==> src/rtl/txdma_pkg.sv <==
package txdma_pkg;
  typedef enum logic [1:0] {
    S_STOP  = 2'd0,
    S_FETCH = 2'd1,
    S_SUSP  = 2'd2,
    S_XFER  = 2'd3
  } seq_st_t;

  localparam logic [1:0] RS_STOPPED   = 2'd0;
  localparam logic [1:0] RS_RUNNING   = 2'd1;
  localparam logic [1:0] RS_SUSPENDED = 2'd2;
endpackage

==> src/rtl/txdma_ctrl.sv <==
module txdma_ctrl
  import txdma_pkg::*;
(
  input  logic    clk,
  input  logic    rst,
  input  logic    run_en,
  input  logic    poll_req,
  input  logic    desc_ack,
  input  logic    desc_own,
  input  logic    frame_done,
  output seq_st_t st,
  output logic    load_base,
  output logic    accept,
  output logic    advance,
  output logic    miss
);
  logic started;

  always_comb begin
    load_base = (st == S_STOP) && run_en && !started;
    accept    = (st == S_FETCH) && desc_ack && desc_own && run_en;
    miss      = (st == S_FETCH) && desc_ack && !desc_own && run_en;
    advance   = (st == S_XFER) && frame_done;
  end

  always_ff @(posedge clk) begin
    if (rst) begin
      st      <= S_STOP;
      started <= 1'b0;
    end else begin
      case (st)
        S_STOP: begin
          if (run_en) begin
            st      <= S_FETCH;
            started <= 1'b1;
          end
        end
        S_FETCH: begin
          if (desc_ack) begin
            if (!run_en)       st <= S_STOP;
            else if (desc_own) st <= S_XFER;
            else               st <= S_SUSP;
          end
        end
        S_XFER: begin
          if (frame_done) st <= run_en ? S_FETCH : S_STOP;
        end
        S_SUSP: begin
          if (!run_en)       st <= S_STOP;
          else if (poll_req) st <= S_FETCH;
        end
        default: st <= S_STOP;
      endcase
    end
  end

  // a frame in flight is never abandoned
  a_r8_frame_holds: assert property (@(posedge clk) disable iff (rst)
    (st == S_XFER && !frame_done) |=> (st == S_XFER));

  // stop while suspended is immediate
  a_r9_susp_stop: assert property (@(posedge clk) disable iff (rst)
    (st == S_SUSP && !run_en) |=> (st == S_STOP));

  // unowned descriptor suspends
  a_r5_unowned: assert property (@(posedge clk) disable iff (rst)
    (st == S_FETCH && desc_ack && !desc_own && run_en) |=> (st == S_SUSP));
endmodule

==> src/rtl/txdma_ptr.sv <==
module txdma_ptr #(
  parameter int AW     = 16,
  parameter int STRIDE = 16
) (
  input  logic          clk,
  input  logic          rst,
  input  logic [AW-1:0] base,
  input  logic          load_base,
  input  logic          accept,
  input  logic          eor_in,
  input  logic          advance,
  output logic [AW-1:0] ptr
);
  localparam logic [AW-1:0] STEP = AW'(STRIDE);

  logic eor_q;

  always_ff @(posedge clk) begin
    if (rst) begin
      ptr   <= '0;
      eor_q <= 1'b0;
    end else begin
      if (accept) eor_q <= eor_in;
      if (load_base)    ptr <= base;
      else if (advance) ptr <= eor_q ? base : ptr + STEP;
    end
  end

  // end-of-ring returns to the base
  a_r4_wrap: assert property (@(posedge clk) disable iff (rst)
    (advance && eor_q) |=> (ptr == $past(base)));
endmodule

==> src/rtl/txdma_stat.sv <==
module txdma_stat (
  input  logic clk,
  input  logic rst,
  input  logic set_i,
  input  logic clr_i,
  output logic flag_o
);
  always_ff @(posedge clk) begin
    if (rst)        flag_o <= 1'b0;
    else if (set_i) flag_o <= 1'b1;
    else if (clr_i) flag_o <= 1'b0;
  end

  // sticky until cleared
  a_r6_sticky: assert property (@(posedge clk) disable iff (rst)
    (flag_o && !clr_i) |=> flag_o);
endmodule

==> src/rtl/txdma_seq.sv <==
module txdma_seq
  import txdma_pkg::*;
#(
  parameter int AW     = 16,
  parameter int STRIDE = 16
) (
  input  logic          clk,
  input  logic          rst,
  input  logic          run_en,
  input  logic [AW-1:0] list_base,
  input  logic          poll_req,
  input  logic          bu_clr,
  output logic          desc_req,
  output logic [AW-1:0] desc_addr,
  input  logic          desc_ack,
  input  logic          desc_own,
  input  logic          desc_eor,
  input  logic          frame_done,
  output logic [1:0]    run_state,
  output logic          buf_unavail
);
  seq_st_t st;
  logic    load_base, accept, advance, miss;

  txdma_ctrl u_ctrl (
    .clk(clk), .rst(rst), .run_en(run_en), .poll_req(poll_req),
    .desc_ack(desc_ack), .desc_own(desc_own), .frame_done(frame_done),
    .st(st), .load_base(load_base), .accept(accept),
    .advance(advance), .miss(miss)
  );

  txdma_ptr #(.AW(AW), .STRIDE(STRIDE)) u_ptr (
    .clk(clk), .rst(rst), .base(list_base), .load_base(load_base),
    .accept(accept), .eor_in(desc_eor), .advance(advance), .ptr(desc_addr)
  );

  txdma_stat u_stat (
    .clk(clk), .rst(rst), .set_i(miss), .clr_i(bu_clr), .flag_o(buf_unavail)
  );

  always_comb begin
    desc_req = (st == S_FETCH);
    case (st)
      S_STOP:  run_state = RS_STOPPED;
      S_SUSP:  run_state = RS_SUSPENDED;
      default: run_state = RS_RUNNING;
    endcase
  end

  // pending request holds its address
  a_r3_req_hold: assert property (@(posedge clk) disable iff (rst)
    (desc_req && !desc_ack) |=> (desc_req && $stable(desc_addr)));

  // flag rises only from a missed fetch
  a_r5_flag_cause: assert property (@(posedge clk) disable iff (rst)
    $rose(buf_unavail) |-> (run_state == RS_SUSPENDED));
endmodule

==> config.mk <==
export PLATFORM = sky130hd
export DESIGN_NAME = txdma_seq
export DESIGN_NICKNAME = d
export VERILOG_FILES = /design/src/rtl/txdma_pkg.sv /design/src/rtl/txdma_ctrl.sv /design/src/rtl/txdma_ptr.sv /design/src/rtl/txdma_stat.sv /design/src/rtl/txdma_seq.sv
export SDC_FILE = /design/constraint.sdc
export NUM_CORES = 1
export LEC_CHECK = 0
export ABC_AREA = 1
export BUFFER_PORTS_ARGS = -buffer_cell sky130_fd_sc_hd__buf_2
export CAP_MARGIN = 30
export CORE_UTILIZATION = 44
export DETAILED_ROUTE_END_ITERATION = 6
export HOLD_SLACK_MARGIN = 0.06
export PLACE_DENSITY = 0.72
export SLEW_MARGIN = 20
export SYNTH_ARGS = -nofsm -noshare
export SYNTH_HDL_FRONTEND = slang
export SYNTH_HIERARCHICAL = 1
export SYNTH_SLANG_ARGS = --single-unit
==> constraint.sdc <==
create_clock -name clk -period 1.6 [get_ports clk]
set_clock_uncertainty 0.15 [all_clocks]
set_input_delay 0.48 -clock clk [delete_from_list [all_inputs] [get_ports clk]]
set_output_delay 0.48 -clock clk [all_outputs]
set_load 0.005 [all_outputs]
; After elaboration in Yosys (flattened, before gate mapping)
; Cells that the tools add are included.
[word_totals]
word_cells = 43
output_inout_bits = 20
inputBits = 25
register_bits = 21
[op_classes]
addsub = 1
eq_ne = 7
reduce_logical = 15
n_mux = 15
[op_table]
columns = cell, n
row1 = $mux W16, 3
row2 = $add A16 B5 Y16 const B, 1
row3 = $mux W2, 6
row4 = $logic_and A1 B1 Y1, 8
row5 = $pmux W2 S4, 1
row6 = $eq A2 B2 Y1 const B, 2
row7 = $mux W1, 4
row8 = $ne A2 B2 Y1 const B, 2
row9 = $pmux W2 S2, 1
row10 = $reduce_and A4 Y1, 1
row11 = $reduce_bool A2 Y1, 2
row12 = $ne A3 B3 Y1 const B, 1
row13 = $eq A2 B1 Y1 const B, 1
row14 = $logic_not A1 Y1, 2
row15 = $logic_not A2 Y1, 1
row16 = $ne A2 B1 Y1 const B, 1
row17 = $reduce_and A2 Y1, 1

; Logic depth before layout (Yosys ltp)
[depth]
ltp_word = 5
ltp_mapped = 10
ltp_nobuf = 10

; Cells and area by module
; Netlist, hierarchy kept.
[by_module_without_submodules]
columns = mod, n_inst, seq_area_each_um2, area_each_um2, cells_each
row1 = txdma_ptr, 1, 340.3, 987.2, 144
row2 = txdma_ctrl, 1, 60.1, 220.2, 37
row3 = txdma_stat, 1, 20.0, 40.0, 5
row4 = txdma_seq, 1, 0.0, 21.3, 5

; Worst setup path after synthesis
; OpenSTA, ideal clock, no wires.
[synth_path]
path_type = register -> register
startpoint = reg u_ctrl.st[1]
endpoint = reg u_ptr.ptr[7]
setup_ns = 0.126
slack_ns = -0.071
n_path_buf = 1
stages_incl_launch_ff = 8
synth_period_minus_slack_ns = 1.671
arrival_ns = 1.394
t_required_ns = 1.324
path_cell_list = dfxtp_1 > nor2_2 > nand2_1 > nor2_1 > nor2_4 > buf_2 > o211ai_1 > a31oi_1
[synth_between]
elab_chain_len = 4
word_cells_on_any_way = 7
cone_classes = 1 x eq/ne / 1 x mux / 5 x reduce/logical
[synth_lines]
columns = item, line
row1 = start: declaration, txdma_ctrl.sv:11  ; output seq_st_t st,
row2 = start signal: assignment, txdma_ctrl.sv:46  ; if (frame_done) st <= run_en ? S_FETCH : S_STOP;
row3 = $logic_not A2 Y1 *, txdma_ctrl.sv:20  ; load_base = (st == S_STOP) && run_en && !started;
row4 = $logic_and A1 B1 Y1 * (2 in a row), txdma_ctrl.sv:20
row5 = named net load_base, txdma_seq.sv:23  ; logic load_base, accept, advance, miss;
row6 = $mux W16 / $reduce_bool A2 Y1 (equally long branches), --
row7 = end signal: assignment, txdma_ptr.sv:24  ; if (load_base) ptr <= base;
row8 = end signal: assignment, txdma_ptr.sv:25  ; else if (advance) ptr <= eor_q ? base : ptr + STEP;
row9 = end: declaration, txdma_ptr.sv:12  ; output logic [AW-1:0] ptr
; The timed path passes the listed nets; every way through them passes the cells marked *.
; A chain may end at the register's enable or synchronous reset.

; Worst setup path after layout
[layout_path]
startpoint = reg u_ctrl.st[1]
endpoint = out run_state[1]
[layout_between]
elab_chain_len = 2
word_cells_on_any_way = 3
cone_classes = 1 x eq/ne / 1 x mux / 1 x reduce/logical
[layout_lines]
columns = item, line
row1 = $eq A2 B2 Y1 / $logic_not A2 Y1 (equally long branches), txdma_seq.sv:43  ; case (st)
row2 = $pmux W2 S2 *, txdma_seq.sv:43
row3 = end: declaration, txdma_seq.sv:19  ; output logic [1:0] run_state,
; Mark *: on every way between the ends. The rest lies on a longest branch, timed or not.

==> results.py <==
metrics = {
    "die": {
        "core_area_um2": 2734,
        "die_x_um": 55.70,
        "ios": 45,
        "fp.dieH_um": 55.70,
        "start_util": 0.4641,
        "die_area_um2": 3102,
        "fp-row-count": 19,
    },
    "yosys": {
        "synth_fp_nets": 217,
        "yosysWarningCount": 6,
        "synth-edff-count": 0,
        "synth_flop_cell": "dfxtp_1",
        "synth-seq-cells": 21,
        "syn_area_um2": 1269,
        "async_flop_share": 0,
        "synth_cell_types": 31,
        "avgSynthCellArea_um2": 6.642,
        "netlist_instances": 191,
        "yosysSeqAreaShare": 0.3314,
    },
    "power_and_ir_drop": {
        "internal_power_uw": 814.2,
        "peakVddDrop_mv": 0.6137,
        "swShare": 0.3032,
        "seqPwrFrac": 0.507,
        "p_switching_uw": 354.3,
        "leakage_uw": 0.0008292,
        "p_clk_frac": 0.215,
        "pwr_density_cell_nw_per_um2": 693.3,
        "p_comb_frac": 0.278,
    },
    "timing": {
        "max_freq_mhz": 626.7,
        "grt_setup_unrepaired": "true",
        "report.final.slew_viol_count": 0,
        "max-slew-margin-rel": 0.7765,
        "tightest_slew_ps": 332.1,
        "final.min_clock_period_ps": 1596,
        "setup_slack_ps": 4.321,
        "hold_viol": 0,
        "min_period_over_period": 0.9973,
        "setup_viol": 0,
    },
    "layout": {
        "finalNonFillerCells": 282,
        "final_cell_mix": "buf_2, nand2_1, nor2_1",
        "n_fill_cell": 275,
        "final_core_util": 0.6165,
        "seq_area_um2": 424.2,
        "final_nets": 278,
        "drive_gt1_frac": 0.3705,
        "syn_to_final_growth_pct": 32.84,
        "final_common_cell": "buf_2",
        "diodes": 0,
        "multiInputGateArea_um2": 716.9,
    },
    "route": {
        "drt_wl_total_um": 2990,
        "vias_per_cell": 4.929,
        "drt-pass1-iter-count": 4,
        "drcViolationCount": 0,
        "routedWlPerCell_um": 10.60,
        "vias": 1390,
        "drt_iter0_markers": 40,
        "ant_nets": 0,
    },
    "global_route": {
        "grt_antenna_before_repair": 0,
        "grt_max_degree": 12,
        "grt_pass1_vias": 1252,
        "grt.overflow.total": 0,
        "track_usage": 0.2109,
        "grt_pass1_wl_um": 5271,
    },
    "place": {
        "port_buffers": 44,
        "placed_cells": 276,
        "place_congestion": 0.8588,
        "dp_hpwl_um": 2285,
        "pre_cts_ws_ps": -110.8,
    },
    "setup_path": {
        "crit_type": "flip-flop to primary output",
        "worstSetupEndpointType": "primary output",
        "startpoint_type": "flip-flop",
        "crit_required_ps": 970,
        "crit_path_max_fanout": 3,
        "worstPathArrival_ps": 970,
    },
    "cts": {
        "cts.sinks": 21,
        "numCtsBuffers": 3,
        "clk_pin_slew_ps": 120,
        "h-tree-depth": 1,
        "ctsHoldBuffers": 0,
        "root_buffer": "clkbuf_4",
        "cts_tree": "yes",
        "clkLatencyLatePin_ps": 300,
        "clk_path_buf_depth": 2,
    },
    "status": {
        "outcome": "complete, no violations",
    },
    "run": {
        "drv_cap": 0,
    },
    "worst_hold_path": {
        "min_path_type": "primary input to flip-flop",
    },
}
==> sequential cells by signal, summed over array words and instances, names as in the netlist <==
signal	flops
u_ctrl/st	2
u_ctrl/started	1
u_ptr/eor_q	1
u_ptr/ptr	16
u_stat/flag_o	1
==> path summary, 6_finish.rpt <==
| path | slack (ps) | to | start | cells after the start |
|---|---|---|---|---|
| setup / recovery | 4 | run_state[1] | u_ctrl/st[1] | 4 |
| hold / removal | 250 | u_ptr/eor_q | desc_eor | 3 |
| setup reg to reg | 10 | u_ptr/ptr[10] | u_ctrl/st[1] | 10 |
| hold reg to reg | 320 | u_stat/flag_o | u_stat/flag_o | 2 |
==> per-layer routing <==
metal / vias to the layer above / global-route usage / share of wire
met2: 25 / 0.3391 / 0.47
met3: 5 / 0.04884 / 0.031
met5: - / 0 / 0
li1: 735 / - / -
met1: 625 / 0.2815 / 0.49
met4: 0 / 0.06429 / 0.0084
==> critical path: stages (launching register included) <==
cell and delay (ps):
dfxtp_2 370, buf_6 110, inv_2 20, nor2_1 60
buf_2 110
==> logic make-up after synthesis <==
logic type	synth area share
and+or+nand+nor	0.4024
adders and majority gates	0.009860
buffers and inverters	0.1114
xor gates and xnor gates	0.006905
DFF	0.3314
AOI/OAI and AO/OA	0.1381
==> cell usage after synthesis, types with 3 or more instances <==
library cell / n / area (um^2)
inv_2: 5 / 18.77
nor2_4: 6 / 67.56
nand4_1: 3 / 18.77
nand3_1: 15 / 75.07
inv_1: 23 / 86.33
nor2_1: 33 / 123.9
a21oi_1: 7 / 35.03
nand3b_1: 3 / 22.52
dfxtp_1: 21 / 420.4
nand2_2: 5 / 31.28
nand2_1: 36 / 135.1
o21ai_0: 9 / 45.04
==> final cells by class <==
type	count	area share
well taps	31	0.02301
inverters	29	0.06607
multi-input cells	136	0.4254
repair buffers	61	0.2183
flip-flops and latches	21	0.2517
clock buffers	4	0.01559
==> power groups by stage <==
| stage | clock, uW | sequential, uW | combinational [uW] |
|---|---|---|---|
| floorplan | 0 | 604 | 170 |
| global placement | 0 | 602 | 308 |
| CTS | 264 | 592 | 319 |
| global route | 287 | 598 | 365 |
| finish | 251 | 593 | 324 |
| detailed placement | 0 | 602 | 309 |
==> stage by stage <==
stage	hold WS, ps	setup TNS, ps	instance area [um^2]	total power, uW
global route	242.9	-461.1	1685	1250
global placement	306.0	-460.1	1623	909.3
floorplan	285.7	0	1271	774.7
CTS	229.1	-20.93	1674	1175
finish	249.6	0	1685	1169
detailed placement	304.7	-761.5	1623	911.1
==> timing repair <==
item,in CTS,in global routing
pin swaps,0,3
buffers inserted,2,0
gates resized for setup,5,5
endpoints found under the setup margin,2,17
No activity file was read; power rests on OpenSTA's default activity.
